**config.mk**
```make
export PLATFORM = sky130hd
export DESIGN_NAME = pg_perm_unit
export DESIGN_NICKNAME = d
export VERILOG_FILES = /design/src/rtl/pg_perm_pkg.sv /design/src/rtl/pg_level_merge.sv /design/src/rtl/pg_access_judge.sv /design/src/rtl/pg_fault_encode.sv /design/src/rtl/pg_perm_unit.sv
export SDC_FILE = /design/constraint.sdc
export NUM_CORES = 1
export LEC_CHECK = 0
export BUFFER_PORTS_ARGS = -buffer_cell sky130_fd_sc_hd__buf_2
export CAP_MARGIN = 0
export CORE_MARGIN = 2
export CORE_UTILIZATION = 41
export CTS_BUF_LIST = sky130_fd_sc_hd__clkbuf_4
export CTS_CLUSTER_DIAMETER = 60
export CTS_CLUSTER_SIZE = 14
export DETAILED_ROUTE_END_ITERATION = 6
export PLACE_DENSITY = 0.79
export SYNTH_ARGS = -nofsm -noshare
export SYNTH_HDL_FRONTEND = slang
export SYNTH_SLANG_ARGS = --single-unit
```
**constraint.sdc**
```tcl
create_clock -name clk -period 0.85 [get_ports clk]
set_input_delay 0 -clock clk [delete_from_list [all_inputs] [get_ports clk]]
set_output_delay 0 -clock clk [all_outputs]
set_load 0.05 [all_outputs]
```
**src/rtl/pg_perm_pkg.sv**
```systemverilog
package pg_perm_pkg;

  localparam int unsigned FC_W       = 5;
  localparam int unsigned FC_PRESENT = 0;
  localparam int unsigned FC_WRITE   = 1;
  localparam int unsigned FC_USER    = 2;
  localparam int unsigned FC_RSVD    = 3;
  localparam int unsigned FC_FETCH   = 4;

  typedef enum logic [1:0] {
    ACC_READ  = 2'd0,
    ACC_WRITE = 2'd1,
    ACC_FETCH = 2'd2,
    ACC_ALT   = 2'd3
  } acc_kind_e;

  typedef struct packed {
    logic nx;
    logic usr;
    logic wr;
  } eff_bits_t;

  typedef struct packed {
    logic            fault;
    logic [FC_W-1:0] code;
    logic            r;
    logic            w;
    logic            x;
  } chk_result_t;

endpackage

```
**src/rtl/pg_level_merge.sv**
```systemverilog
module pg_level_merge
  import pg_perm_pkg::*;
#(
  parameter int unsigned LEVELS = 4
) (
  input  logic [LEVELS-1:0] lvl_en,
  input  logic [LEVELS-1:0] lvl_nx,
  input  logic [LEVELS-1:0] lvl_usr,
  input  logic [LEVELS-1:0] lvl_wr,
  input  logic              nxe_en,
  output eff_bits_t         eff
);

  logic [LEVELS:0] nx_c;
  logic [LEVELS:0] usr_c;
  logic [LEVELS:0] wr_c;

  assign nx_c[0]  = 1'b0;
  assign usr_c[0] = 1'b1;
  assign wr_c[0]  = 1'b1;

  // Restrictions accumulate one level at a time; a disabled level is transparent.
  for (genvar g = 0; g < LEVELS; g++) begin : g_lvl
    assign nx_c[g+1]  = nx_c[g]  | (lvl_en[g] & lvl_nx[g]);
    assign usr_c[g+1] = usr_c[g] & (~lvl_en[g] | lvl_usr[g]);
    assign wr_c[g+1]  = wr_c[g]  & (~lvl_en[g] | lvl_wr[g]);
  end

  always_comb begin
    eff.nx  = nx_c[LEVELS] & nxe_en;
    eff.usr = usr_c[LEVELS];
    eff.wr  = wr_c[LEVELS];
  end

endmodule

```
**src/rtl/pg_access_judge.sv**
```systemverilog
module pg_access_judge
  import pg_perm_pkg::*;
(
  input  eff_bits_t  eff,
  input  logic [1:0] acc_type,
  input  logic       user_mode,
  input  logic       wp_en,
  output logic       is_write,
  output logic       is_fetch,
  output logic       prot_fault
);

  acc_kind_e kind;
  logic      fetch_blocked;
  logic      user_blocked;
  logic      sup_blocked;

  always_comb begin
    kind     = acc_kind_e'(acc_type);
    is_write = (kind == ACC_WRITE);
    is_fetch = (kind == ACC_FETCH);

    fetch_blocked = is_fetch & eff.nx;
    user_blocked  = user_mode & (~eff.usr | (is_write & ~eff.wr));
    sup_blocked   = ~user_mode & wp_en & is_write & ~eff.wr;

    prot_fault = fetch_blocked | user_blocked | sup_blocked;
  end

endmodule

```
**src/rtl/pg_fault_encode.sv**
```systemverilog
module pg_fault_encode
  import pg_perm_pkg::*;
(
  input  eff_bits_t   eff,
  input  logic        prot_fault,
  input  logic        is_write,
  input  logic        is_fetch,
  input  logic        user_mode,
  input  logic        wp_en,
  input  logic        nxe_en,
  input  logic        ext_en,
  input  logic        leaf_dirty,
  input  logic        walk_np,
  input  logic        walk_rsvd,
  output chk_result_t res
);

  logic rsvd_only;
  logic prot_only;
  logic any_fault;
  logic wr_ok;

  always_comb begin
    rsvd_only = walk_rsvd & ~walk_np;
    prot_only = prot_fault & ~walk_np & ~walk_rsvd;
    any_fault = walk_np | walk_rsvd | prot_fault;

    wr_ok = user_mode ? eff.wr : (eff.wr | ~wp_en);

    res       = '0;
    res.fault = any_fault;
    if (any_fault) begin
      res.code[FC_PRESENT] = prot_only;
      res.code[FC_WRITE]   = is_write;
      res.code[FC_USER]    = user_mode;
      res.code[FC_RSVD]    = rsvd_only;
      res.code[FC_FETCH]   = is_fetch & nxe_en & ext_en;
    end else begin
      res.r = 1'b1;
      res.x = ~eff.nx;
      res.w = leaf_dirty & wr_ok;
    end
  end

endmodule

```
**src/rtl/pg_perm_unit.sv**
```systemverilog
module pg_perm_unit
  import pg_perm_pkg::*;
#(
  parameter int unsigned LEVELS = 4
) (
  input  logic              clk,
  input  logic              rst_n,
  input  logic              req_valid,
  input  logic [LEVELS-1:0] lvl_en,
  input  logic [LEVELS-1:0] lvl_nx,
  input  logic [LEVELS-1:0] lvl_usr,
  input  logic [LEVELS-1:0] lvl_wr,
  input  logic [1:0]        acc_type,
  input  logic              user_mode,
  input  logic              wp_en,
  input  logic              nxe_en,
  input  logic              ext_en,
  input  logic              leaf_dirty,
  input  logic              walk_np,
  input  logic              walk_rsvd,
  output logic              rsp_valid,
  output logic              fault,
  output logic [FC_W-1:0]   fault_code,
  output logic              perm_r,
  output logic              perm_w,
  output logic              perm_x
);

  eff_bits_t   eff;
  logic        is_write;
  logic        is_fetch;
  logic        prot_fault;
  chk_result_t res_d;
  chk_result_t res_q;
  chk_result_t res_nxt;
  logic        vld_q;
  logic        vld_nxt;

  pg_level_merge #(.LEVELS(LEVELS)) u_merge (
    .lvl_en  (lvl_en),
    .lvl_nx  (lvl_nx),
    .lvl_usr (lvl_usr),
    .lvl_wr  (lvl_wr),
    .nxe_en  (nxe_en),
    .eff     (eff)
  );

  pg_access_judge u_judge (
    .eff        (eff),
    .acc_type   (acc_type),
    .user_mode  (user_mode),
    .wp_en      (wp_en),
    .is_write   (is_write),
    .is_fetch   (is_fetch),
    .prot_fault (prot_fault)
  );

  pg_fault_encode u_enc (
    .eff        (eff),
    .prot_fault (prot_fault),
    .is_write   (is_write),
    .is_fetch   (is_fetch),
    .user_mode  (user_mode),
    .wp_en      (wp_en),
    .nxe_en     (nxe_en),
    .ext_en     (ext_en),
    .leaf_dirty (leaf_dirty),
    .walk_np    (walk_np),
    .walk_rsvd  (walk_rsvd),
    .res        (res_d)
  );

  // Next-state: load on a request, otherwise hold.
  always_comb begin
    vld_nxt = req_valid;
    res_nxt = res_q;
    if (req_valid) begin
      res_nxt = res_d;
    end
  end

  always_ff @(posedge clk or negedge rst_n) begin
    if (!rst_n) begin
      vld_q <= 1'b0;
      res_q <= '0;
    end else begin
      vld_q <= vld_nxt;
      res_q <= res_nxt;
    end
  end

  assign rsp_valid  = vld_q;
  assign fault      = res_q.fault;
  assign fault_code = res_q.code;
  assign perm_r     = res_q.r;
  assign perm_w     = res_q.w;
  assign perm_x     = res_q.x;

  assert_latency_R10: assert property (@(posedge clk) disable iff (!rst_n)
    rsp_valid |-> $past(req_valid));

  assert_hold_R10: assert property (@(posedge clk) disable iff (!rst_n)
    !$past(req_valid) |-> ($stable(fault_code) && $stable(fault)));

  assert_read_right_R8: assert property (@(posedge clk) disable iff (!rst_n)
    (rsp_valid && !fault) |-> perm_r);

  assert_no_rights_on_fault_R12: assert property (@(posedge clk) disable iff (!rst_n)
    (rsp_valid && fault) |-> (!perm_r && !perm_w && !perm_x));

  assert_clean_code_R12: assert property (@(posedge clk) disable iff (!rst_n)
    (rsp_valid && !fault) |-> (fault_code == '0));

  assert_missing_not_present_R5: assert property (@(posedge clk) disable iff (!rst_n)
    (rsp_valid && $past(walk_np)) |-> (fault && !fault_code[FC_PRESENT]));

  assert_user_flag_R6: assert property (@(posedge clk) disable iff (!rst_n)
    (rsp_valid && fault) |-> (fault_code[FC_USER] == $past(user_mode)));

  assert_fetch_flag_R7: assert property (@(posedge clk) disable iff (!rst_n)
    (rsp_valid && fault_code[FC_FETCH]) |->
      ($past(acc_type) == 2'd2 && $past(nxe_en) && $past(ext_en)));

  assert_wr_needs_dirty_R9: assert property (@(posedge clk) disable iff (!rst_n)
    (rsp_valid && perm_w) |-> $past(leaf_dirty));

endmodule

```
==> flow_results.org, run 1 <==
** Global routing
- Summed over all layers, the global routing overflow is 0.
- The first global-routing pass estimated 2080 um of wire.
- Entering global routing, the biggest net connects 15 pins.
- The initial antenna violation count was 0.
- Global Route Usage Sum :: 19.3%
- The via count of the first global-routing pass is 555.

** Route
- Total via count after detailed routing :: 610
- In the final routed layout, each cell accounts on average for 13.1 um.
- Met1 wire length :: 634 um
- For this run, the detailed router's first-pass iteration total came to 2.
- The final layout contains routed wiring with a total length of 1570 um.
- In the detailed route, the total length drawn on met2 is 814 um.
- For this run, design rule violations remaining after detail routing come to 0.
- The highest layer touched by signal routing is met4.
- Once detail routing completed, the nets flagged for antenna violations numbered 0.
- Initial drt markers :: 2
- Dividing the detail-routed via count by the number of cells gives 5.08.
- Wire segments on met3 add up to 111 um in the final route.

** Clock tree
- The clock reaches the later pin of the worst-skew pair after 0.25 ns.
- Clock Sink Count :: 10
- Clock-pin slew was measured on the worst setup and hold paths at 0.06 ns.
- The clock passes through at most 2 buffers.
- Cell at the root of the clock tree :: sky130_fd_sc_hd__clkbuf_4
- CTS tree :: done
- Counting the buffers created by CTS gives 3.
- Maximum level of the CTS H-tree :: 1

** Hold path
- The startpoint identified for the worst hold timing path is walk_rsvd.
- Type of the tightest min-delay check :: input port to flop

** Synth
- The number of nets handed over by synthesis was 84.
- Mapped Area :: 557 um^2
- Top flip-flop cell by instance count after synthesis :: sky130_fd_sc_hd__dfrtp_1
- Post-synthesis cell type count :: 24
- After synthesis, flip-flops and latches occupy 44.9% of the total area.
- By area the synthesized netlist is led by sky130_fd_sc_hd__dfrtp_1 45%, sky130_fd_sc_hd__a311oi_4 4.7%, sky130_fd_sc_hd__a31oi_1 4.5%.
- The top cell type by area accounts for 44.9% of the synthesized area.
- YS warnings :: 0
- Counting flops with a built-in enable in the synthesized netlist gives 0.
- Post-synthesis async set-or-reset flop share :: 100%
- Summed over all instances, the cell type with the most area after synthesis is sky130_fd_sc_hd__dfrtp_1.
- After technology mapping, the gate count stands at 56.
- In this run, synthesis produced a sequential element count of 10.
- Averaged over all synthesized cells, the footprint is 9.94 um^2.

** Status
- Result of the run :: finished with violations
- Failing checks :: negative setup slack

** Placed design
- Detailed placement finished with a half-perimeter wire length of 1160 um.
- In this run the tool buffered the top-level ports with 37 buffer cells.
- The congestion estimate from routability-driven global placement came to 0.765.
- Standard cell area after detailed placement :: 823 um^2

** Critical path
- Worst flop-to-flop path startpoint :: fault_code[1]$_DFFE_PN0P_
- Data on the critical path is required at its endpoint by 0.97 ns.
- In this run the worst path has a maximum fanout of 7.
- The worst setup path is launched from an input port.
- CP Data Arrival Time :: 1.16 ns
- Capturing element type of the critical path :: flop
- Worst setup path startpoint :: lvl_en[2]
- Crit Path Category :: input port to flop

** Timing
- Hold timing on the final database bottoms out at a slack of 0.0151 ns.
- Slew Limit Headroom :: 76.3%
- Actual transition at the worst max-transition pin :: 0.352 ns
- Post-layout worst setup margin :: -0.185 ns
- Counting I/O delays and the setup requirement, the final critical path takes 1.04 ns.
- Final worst path period share :: 122%
- Unrepaired setup endpoints after global routing :: true
- Setup violations remaining at the end of the flow were counted as 7.
- The final-report max-slew violation count was 0.
- Hold Violations, Final :: 0
- Clock Skews :: 0 ns
- Highest clock rate :: 966 MHz

** Final layout
- Cells with a size suffix above 1 make up 56.2% of the layout.
- Most common cell after layout, fill and taps aside :: sky130_fd_sc_hd__buf_2
- In the final design database the tool counted 135 nets.
- The repair_antennas step left the layout with diodes totalling 0.
- Most frequent cells in the layout :: 25 x sky130_fd_sc_hd__buf_2, 12 x sky130_fd_sc_hd__buf_4, 9 x sky130_fd_sc_hd__buf_6
- After routing the design area is 980 um^2.
- The area growth from synthesis to layout is 76.0%.

** Power and ir drop
- In this run the power density over the cells is 1370 nW/um^2.
- Max IR drop VDD :: 0.952 mV
- In this run the static leakage power is 0.473 nW.

** Floorplan
- Number of standard-cell rows in the floorplan :: 13
- The core region is 1280 um^2.
- The initial utilization of the core area, before any placement, comes to 43.3%.
- The die is 40.9 um tall.
- Horiz. Die Dim :: 40.9 um
- I/O pin count :: 38
- Die ar. :: 1670 um^2

** Flow run
- Max-cap violations in this run came to 0.
cells by family after synthesis:
kind of cell / after synthesis / synth area share, %
multiplexers: 1 / 1.80
flip-flops: 10 / 44.9
buffers and inverters: 6 / 4.04
AO/OA/AOI/OAI: 20 / 29.4
AND/OR/NAND/NOR: 19 / 19.8
final timing paths:
| check | end | slack [ns] | cells after the start |
|---|---|---|---|
| max | fault_code[2]$_DFFE_PN0P_ | -0.19 | 6 |
| min | fault_code[3]$_DFFE_PN0P_ | 0.02 | 3 |
| max reg2reg | fault_code[1]$_DFFE_PN0P_ | -0.03 | 2 |
| min reg2reg | perm_w$_DFFE_PN0P_ | 0.51 | 1 |
| max in group asynchronous | fault_code[3]$_DFFE_PN0P_ | 0.51 | 2 |
| min in group asynchronous | perm_r$_DFFE_PN0P_ | 0.13 | 2 |
routing by layer:
metal / track usage, % / vias to the layer above
li1: - / 304
met1: 20.7 / 281
met2: 37.9 / 23
met3: 3.26 / 2
met4: 5.00 / 0
met5: 0 / -
worst max-delay path, stage by stage:
cell,delay [ns]
sky130_fd_sc_hd__buf_6,0.09
sky130_fd_sc_hd__nor2b_4,0.11
sky130_fd_sc_hd__o41a_1,0.45
sky130_fd_sc_hd__a311oi_4,0.22
sky130_fd_sc_hd__buf_6,0.19
sky130_fd_sc_hd__a31oi_1,0.09
sequential cells by signal (all words and copies together) (netlist names):
register    count
fault_code      5
fault           1
perm_r          1
perm_w          1
perm_x          1
rsp_valid       1
where the power goes:
group	leakage [nW]	switching, W	internal, W	total, W
logic	0.337	0.000289	0.000220	0.000509
registers	0.122	0.0000213	0.000512	0.000533
clock network	0.0138	0.000141	0.000162	0.000303
through the flow:
step                      utilization, %  worst slack (ns)  power, W  std cells  TNS (ns)
after global routing                76.2            -0.217   0.00141        120     -1.41
after global placement              64.1            -0.473  0.000943        114     -3.34
final                               76.2            -0.185   0.00134        120     -1.25
after floorplan                        -            -0.270  0.000787         56     -1.84
after detailed placement            64.1            -0.497  0.000952        114     -3.57
after CTS                           71.8            -0.225   0.00132        120     -1.47
final cells by class:
cell class	instances	area, um^2
sequential	10	253
clock buffer	3	22.5
tap	15	18.8
multi-input combinational	40	337
fill	99	305
timing repair buffer	48	334
inverter	4	15.0
Yosys cell counts (2+ instances only):
| cell type | number |
|---|---|
| sky130_fd_sc_hd__dfrtp_1 | 10 |
| sky130_fd_sc_hd__inv_1 | 4 |
| sky130_fd_sc_hd__o21ai_0 | 4 |
| sky130_fd_sc_hd__a31oi_1 | 4 |
| sky130_fd_sc_hd__nor2b_1 | 4 |
| sky130_fd_sc_hd__nor2_1 | 5 |
| sky130_fd_sc_hd__nand2_1 | 3 |
| sky130_fd_sc_hd__nand2b_1 | 3 |
| sky130_fd_sc_hd__a22oi_1 | 2 |
| sky130_fd_sc_hd__clkbuf_1 | 2 |
| sky130_fd_sc_hd__nand3b_1 | 2 |
timing repair:
action / CTS / global route
gates resized for setup: 12 / 9
buffers inserted: 2 / 0
hold buffers: 1 / 0
setup endpoints to repair: 15 / 13
pin swaps: 4 / 3
endpoints found under the hold margin: 10 / 0
(Power assumes the default switching activity.)
==> run 2, diff against run 1 <==
CORE_UTILIZATION = 40   (was 41)
PLACE_DENSITY = 0.78   (was 0.79)
==> flow_results.org, run 2 (synthesis gave the netlist of run 1 again) <==
** Status
- The flow ran to the end, but the final reports show violations.
- Failing checks :: negative setup slack

** Clock tree
- Maximum level of the CTS H-tree :: 1 (unchanged)
- Clock Sink Count :: 10 (unchanged)
- The number of buffers on the longest clock path is 2 (unchanged).
- Cell at the root of the clock tree :: sky130_fd_sc_hd__clkbuf_4
- The later-pin clock latency in the skew report was 0.26 ns (about the same).
- TritonCTS built the clock tree.
- Clk pin slew, worst setup/hold paths :: 0.06 ns (about the same)
- Number of buffers created by CTS :: 3 (unchanged)

** Global routing
- The aggregate global-route resource usage is 20.2% (+0.84 points).
- Pin count of the biggest net entering global routing :: 16 (+1)
- Vias in the first global route :: 541 (-2.5%)
- Global route total overflow :: 0 (unchanged)
- Antenna violations before repair :: 0 (unchanged)
- The first-pass GRT wire length came to 2100 um (+0.67%).

** Timing
- Final worst path period need :: 1.04 ns (+0.00215 ns)
- Post-layout worst setup margin :: -0.188 ns (-0.00215 ns)
- The post-route clock skew is 0 ns (unchanged).
- Highest clock rate :: 964 MHz (-0.21%)
- Final setup violation count :: 7 (unchanged)
- The final clock period utilization by the worst path was 122% (+0.25 points).
- The minimum hold slack came to 0.0122 ns (-0.00292 ns).
- The final-report max-slew violation count came to 0 (unchanged).
- Hold Violations, Final :: 0 (unchanged)
- Actual transition at the worst max-transition pin :: 0.297 ns (-0.0552 ns)
- Setup repair after global routing could not meet its margin everywhere.
- Slew Limit Headroom :: 80.2% (+3.9 points)

** Final layout
- Area growth, synth to finish :: 75.3%
- The total of fill cells in the finished design is 96 (-3.0%).
- The flip-flop count of the largest register after layout was 5 (unchanged).
- Most common cell after layout, fill and taps aside :: sky130_fd_sc_hd__buf_2
- Cell area after layout :: 976 um^2 (-0.38%)
- Diode insertion count for antenna repair :: 0 (unchanged)
- The share of final-layout standard cells stronger than drive strength 1 came to 55.7% (-0.53 points).
- Most frequent cells in the layout :: 25 x sky130_fd_sc_hd__buf_2, 11 x sky130_fd_sc_hd__buf_6, 11 x sky130_fd_sc_hd__buf_4
- Final non-filler cell total :: 121 (+0.83%)
- The net count reported at finish came to 135 (unchanged).

** Floorplan
- The number of placement rows is 13 (unchanged).
- The initial standard-cell utilization of the core is 42.8% (-0.54 points).
- The area of the die was 1710 um^2 (+2.3%).
- The number of top-level pins was 38 (unchanged).
- The standard cell core area came to 1300 um^2 (+1.3%).
- Die span in y :: 41.3 um (+1.1%)
- The overall die width is 41.3 um (+1.1%).

** Power and ir drop
- Internal power :: 0.000904 W (+1.2%)
- Clock network fraction of design power :: 23.8% (+1.3 points)
- Switching share of power :: 33.8% (+0.29 points)
- Max IR drop VDD :: 1.09 mV (+15%)
- Combinational group share of total power :: 36.9% (-0.9 points)
- The leakage dissipation was 0.484 nW (+2.3%).
- The power dissipated by switching net loads was 0.000462 W (+2.5%).
- Register share of total power :: 39.3% (-0.3 points)
- The power per cell area was 1400 nW/um^2 (+2.0%).

** Route
- Met2 wirelength from detailed routing :: 922 um (+13%)
- Total DRC errors in the routed layout :: 0 (unchanged)
- The length of the first detailed-routing pass in iterations was 4 (+2).
- The wire length on met3 is 165 um (+49%).
- Top metal layer carrying routed signals :: met3
- Initial drt markers :: 7 (+5)
- Number of vias per cell after detailed routing :: 5.13 (+0.96%)
- Met1 wire length :: 638 um (+0.63%)
- The final wirelength was 1730 um (+10%).
- The total via count in the routed design came to 621 (+1.8%).
- Detail-routed net length per standard cell :: 14.3 um (+9.2%)
- The post-route antenna net violation count was 0 (unchanged).

** Critical path
- The maximum fanout along the worst path came to 7 (unchanged).
- Family with the most delay on the worst path :: compound AO/OA/AOI/OAI gates
- Critical Path Sink :: fault_code[1]$_DFFE_PN0P_
- Highest-delay cell along the critical path :: sky130_fd_sc_hd__o41a_1
- By startpoint and endpoint, the worst setup path is classified as input port to flop.
- Capturing element type of the critical path :: flop
- Worst flop-to-flop path startpoint :: perm_r$_DFFE_PN0P_
- R2R Setup Slk :: 0.03 ns (+0.06 ns)
- The largest stage delay on the critical path was 0.46 ns (about the same).
- In this run the critical register-to-register path is captured at perm_r$_DFFE_PN0P_.
- The signal on the critical path passes through buf_6 -> nor2b_4 -> o41a_1 -> a311oi_4 -> buf_6 -> a31oi_1.
- CP Data Arrival Time :: 1.16 ns (about the same)
- Bufs and invs on worst path :: 2 (unchanged)
- By instance count, the cell type seen most on the critical path is sky130_fd_sc_hd__buf_6.
- The worst endpoint required time was 0.98 ns (about the same).
- The path length in cells of the critical path is 6 (unchanged).
- Worst setup path startpoint :: lvl_en[1]
- Startpoint types :: input port
- The number of cells on the worst reg-to-reg path came to 2 (unchanged).

** Placed design
- The cell area after placement was 823 um^2 (unchanged).
- Setup Slack @ Placement :: -0.535 ns (-0.0375 ns)
- DP Cell Count :: 114 (unchanged)
- The count of port buffers added during placement is 37 (unchanged).
- The placer's final routability congestion estimate was 0.781 (+2.0%).
- Final HPWL DP :: 1220 um (+5.2%)

** Hold path
- Type of the tightest min-delay check :: input port to flop

** Flow run
- Max Cap Viol :: 0 (unchanged)
run 2: cell count changes in the layout (fill, tap and decap cells not counted):
cell,previous run,this run
sky130_fd_sc_hd__a31oi_1,1,3
sky130_fd_sc_hd__a31oi_4,3,1
sky130_fd_sc_hd__buf_4,12,11
sky130_fd_sc_hd__buf_6,9,11
sky130_fd_sc_hd__clkbuf_4,4,3
sky130_fd_sc_hd__clkinv_1,0,1
sky130_fd_sc_hd__nor2b_1,4,2
sky130_fd_sc_hd__nor2b_4,1,3
run 2: timing repair:
action / CTS / global route
gates resized for setup: 16 / 10
setup endpoints to repair: 16 / 15
hold buffers: 1 / 0
endpoints found under the hold margin: 10 / 0
setup buffers: 2 / 0
pin swaps: 6 / 4
run 2: cell type report:
class | instances | area (um^2) | area share, %
Timing Repair Buffer | 48 | 342 | 35.0
Inverter | 4 | 15.0 | 1.54
Clock buffer | 3 | 22.5 | 2.31
Tap cell | 15 | 18.8 | 1.92
Multi-Input combinational cell | 40 | 322 | 32.9
Clock inverter | 1 | 3.75 | 0.385
Sequential cell | 10 | 253 | 25.9
run 2: worst min path at each step:
stage	endpoint	startpoint	slack [ns]	cells past startpoint
floorplan	fault$_DFFE_PN0P_	rst_n	-0.30	0
global placement	fault$_DFFE_PN0P_	rst_n	-0.13	1
detailed placement	perm_r$_DFFE_PN0P_	rst_n	-0.13	1
CTS	rsp_valid$_DFF_PN0_	req_valid	0.001	1
global route	rsp_valid$_DFF_PN0_	req_valid	0.006	1
finish	rsp_valid$_DFF_PN0_	req_valid	0.01	1
run 2: routing by layer:
layer	vias up	global-route usage, %
met4	0	6.45
met5	-	0
met2	36	35.5
li1	307	-
met1	278	22.4
met3	0	7.45
run 2: power groups by stage:
stage | clock network (W) | registers [W] | logic [W]
2_1_floorplan | 0 | 0.000663 | 0.000124
3_3_place_gp | 0 | 0.000536 | 0.000407
3_5_place_dp | 0 | 0.000538 | 0.000417
4_1_cts | 0.000336 | 0.000532 | 0.000478
5_1_grt | 0.000359 | 0.000541 | 0.000535
6_report | 0.000326 | 0.000537 | 0.000504
run 2: through the flow:
stage / total power (W) / setup TNS (ns) / utilization, %
after global routing: 0.00144 / -1.27 / 75.0
after detailed placement: 0.000955 / -3.75 / 63.3
final: 0.00137 / -1.18 / 75.0
after global placement: 0.000943 / -3.29 / 63.3
after CTS: 0.00135 / -1.49 / 72.0
after floorplan: 0.000787 / -1.84 / -
==> run 3, diff against run 2 <==
BUFFER_PORTS_ARGS = not set   (was -buffer_cell sky130_fd_sc_hd__buf_2)
DONT_BUFFER_PORTS = 1   (was not set)
PLACE_DENSITY = not set   (was 0.78)
clock period = 1.1 ns   (was 0.85 ns; I/O delays follow)
==> flow_results.org, run 3 (synthesis gave the netlist of run 1 again) <==
** Global routing
- Vias in the first global route :: 425 (-21%)
- Wire length of the first global-routing pass :: 1790 um (-15%)
- Pin count of the biggest net entering global routing :: 15 (-1)
- Global route total overflow :: 0 (unchanged)
- Antenna violations before repair :: 0 (unchanged)
- Global Route Usage Sum :: 16.7% (-3.5 points)

** Final layout
- Area growth, synth to finish :: 40.0%
- The library cells used most frequently in the layout, excluding fill and tap cells, are 11 x sky130_fd_sc_hd__buf_4, 10 x sky130_fd_sc_hd__dfrtp_1, 9 x sky130_fd_sc_hd__dlygate4sd3_1.
- Sequential cell area in the final layout :: 250 um^2 (-0.99%)
- The total of fill cells in the finished design came to 114 (+19%).
- Diode insertion count for antenna repair :: 0 (unchanged)
- Layout cell share with drive strength beyond 1 :: 21.5% (-34 points)
- Cell area after layout :: 779 um^2 (-20%)
- Multi-input gate area in the final layout :: 284 um^2 (-12%)
- Number of nets in the layout :: 108 (-20%)
- Leaving out fill and tap cells, the most frequent cell in the layout is sky130_fd_sc_hd__buf_4.
- The flip-flop count of the largest register after layout came to 5 (unchanged).

** Power and ir drop
- The power share of the clock group is 26.4% (+2.6 points).
- Max IR drop VDD :: 0.729 mV (-33%)
- The combinational group share of total power came to 29.7% (-7.2 points).
- Net switching power of the design :: 0.000312 W (-32%)
- Static power due to leakage :: 0.356 nW (-26%)
- The power per cell area came to 1220 nW/um^2 (-13%).
- The share of total power in sequential cells was 43.8% (+4.5 points).
- The design internal power came to 0.000637 W (-30%).
- Switching share of power :: 32.9% (-0.95 points)

** Route
- Total via count after detailed routing :: 507 (-18%)
- The DRC violation total after the first TritonRoute iteration was 5 (-2).
- Number of optimization iterations in the first detailed-route pass :: 4 (unchanged)
- The average wire per cell in the routed design came to 14.5 um (+1.6%).
- The via count normalized by instance count came to 5.39 (+5.1%).
- Post-route antenna net violation count :: 0 (unchanged)
- The number of design rule violations left after detail routing came to 0 (unchanged).
- Routed wire length :: 1360 um (-21%)

** Timing
- The sum of negative setup slack came to 0 ns (+1.18 ns).
- Setup repair after global routing left no endpoint under its margin.
- The count of endpoints failing hold in the final timing report came to 0 (unchanged).
- Slew Limit Headroom :: 67.9% (-12 points)
- Final worst path period need :: 0.951 ns
- Clock Skews :: 0 ns (unchanged)
- Highest clock rate :: 1050 MHz
- The minimum hold slack was 0.0146 ns (+0.00236 ns).
- Actual transition at the worst max-transition pin :: 0.482 ns (+0.185 ns)
- The final-report max-slew violation count was 0 (unchanged).
- Post-layout worst setup margin :: 0.149 ns (+0.336 ns)
- The count of final setup violators was 0 (-7).
- After layout, the worst path uses 86.5% of the clock period.

** Critical path
- Startpoint types :: input port
- The worst endpoint required time came to 1.21 ns (+0.23 ns).
- By startpoint and endpoint, the worst setup path is classified as input port to flop.
- The cell family contributing the most delay on the critical path is compound AO/OA/AOI/OAI gates.
- Worst setup path startpoint :: lvl_en[0]
- The largest stage delay on the critical path was 0.44 ns (-0.02 ns).
- Bufs and invs on worst path :: 0 (-2)
- Capturing element type of the critical path :: flop
- Critical path cell sequence :: nor2b_1 -> o41a_1 -> a311oi_4 -> a31oi_1
- The slowest stage of the critical path belongs to the cell sky130_fd_sc_hd__o41a_1.
- The critical path arrival is 1.06 ns (-0.10 ns).
- Crit Path Max Fanout :: 7 (unchanged)
- The startpoint identified for the worst register-to-register timing path is perm_r$_DFFE_PN0P_.

** Status
- The run finished with clean final reports.

** Placed design
- The setup slack after placement is -0.114 ns (+0.421 ns).
- Number of buffer cells added on primary ports :: 0 (-100%)
- The cell area after placement was 651 um^2 (-21%).
- The placer's final routability congestion estimate came to 0.798 (+2.2%).
- Final HPWL DP :: 1000 um (-18%)

** Clock tree
- Maximum level of the CTS H-tree :: 1 (unchanged)
- The number of sinks handled by clock tree synthesis is 10 (unchanged).
- TritonCTS built the clock tree.
- The later-pin clock latency in the skew report came to 0.27 ns (about the same).
- The clock-pin slew of the registers on the worst-case setup and hold paths is 0.07 ns (about the same).
- The tree is rooted in a sky130_fd_sc_hd__clkbuf_4.
- Max clock buf depth :: 2 (unchanged)
- Number of buffers created by CTS :: 3 (unchanged)

** Floorplan
- Number of standard-cell rows in the floorplan :: 13 (unchanged)
- The area of the die was 1710 um^2 (unchanged).
- The initial standard-cell utilization of the core came to 42.8% (unchanged).
- The number of top-level pins was 38 (unchanged).
- Floorplan core area :: 1300 um^2 (unchanged)
- The overall die width was 41.3 um (unchanged).
- The die outline height was 41.3 um (unchanged).

** Hold path
- In this run the most critical hold path is launched from acc_type[0].
- Type of the tightest min-delay check :: input port to flop

** Flow run
- Max Cap Viol :: 0 (unchanged)
==> run 3: changes by cell type in the layout (fill, tap and decap cells not counted), sizes merged <==
| cell | before | now |
|---|---|---|
| buf | 47 | 11 |
| dlygate4sd3 | 1 | 9 |
| dlymetal6s4s | 0 | 1 |
==> run 3: path summary, 6_finish.rpt <==
check	to	cells past startpoint	slack (ns)
min	fault_code[0]$_DFFE_PN0P_	2	0.01
min reg2reg	perm_w$_DFFE_PN0P_	1	0.50
max reg2reg	perm_r$_DFFE_PN0P_	2	0.30
max in group asynchronous	perm_x$_DFFE_PN0P_	1	0.67
max	fault_code[1]$_DFFE_PN0P_	4	0.15
min in group asynchronous	rsp_valid$_DFF_PN0_	1	0.11
==> run 3: metrics by stage <==
step | utilization [%] | total power (W) | cells
floorplan | - | 0.000604 | 56
global placement | 50.0 | 0.000661 | 80
detailed placement | 50.0 | 0.000665 | 80
CTS | 59.7 | 0.000955 | 94
global route | 59.9 | 0.00100 | 94
finish | 59.9 | 0.000949 | 94
==> run 3: power groups by stage <==
stage	sequential [W]	combinational, W	clock [W]
after floorplan	0.000511	0.0000930	0
after global placement	0.000421	0.000240	0
after detailed placement	0.000422	0.000242	0
after CTS	0.000416	0.000282	0.000256
after global routing	0.000419	0.000301	0.000280
final	0.000416	0.000282	0.000251
==> run 3: area by class of cell <==
class                   count  share of cell area [%]
clock buffers               3                    2.89
well taps                  15                    2.41
multi-input cells          40                    36.4
repair buffers             21                    23.8
clock inverters             1                   0.482
flip-flops and latches     10                    32.1
inverters                   4                    1.93
==> run 3: repair_timing <==
item                       CTS  global route
hold endpoints to repair    18             0
gates resized for setup      0             1
setup endpoints to repair    0             1
setup buffers                0             0
hold buffers                10             0
==> run 3: per-layer routing <==
metal | track usage (%) | share of wire [%] | vias up | routed length [um]
met3 | 10.6 | 12 | 0 | 166
li1 | - | - | 248 | -
met2 | 25.8 | 48 | 25 | 647
met4 | 2.42 | 0 | 0 | 0
met1 | 20.0 | 40 | 234 | 548
met5 | 0 | 0 | - | 0
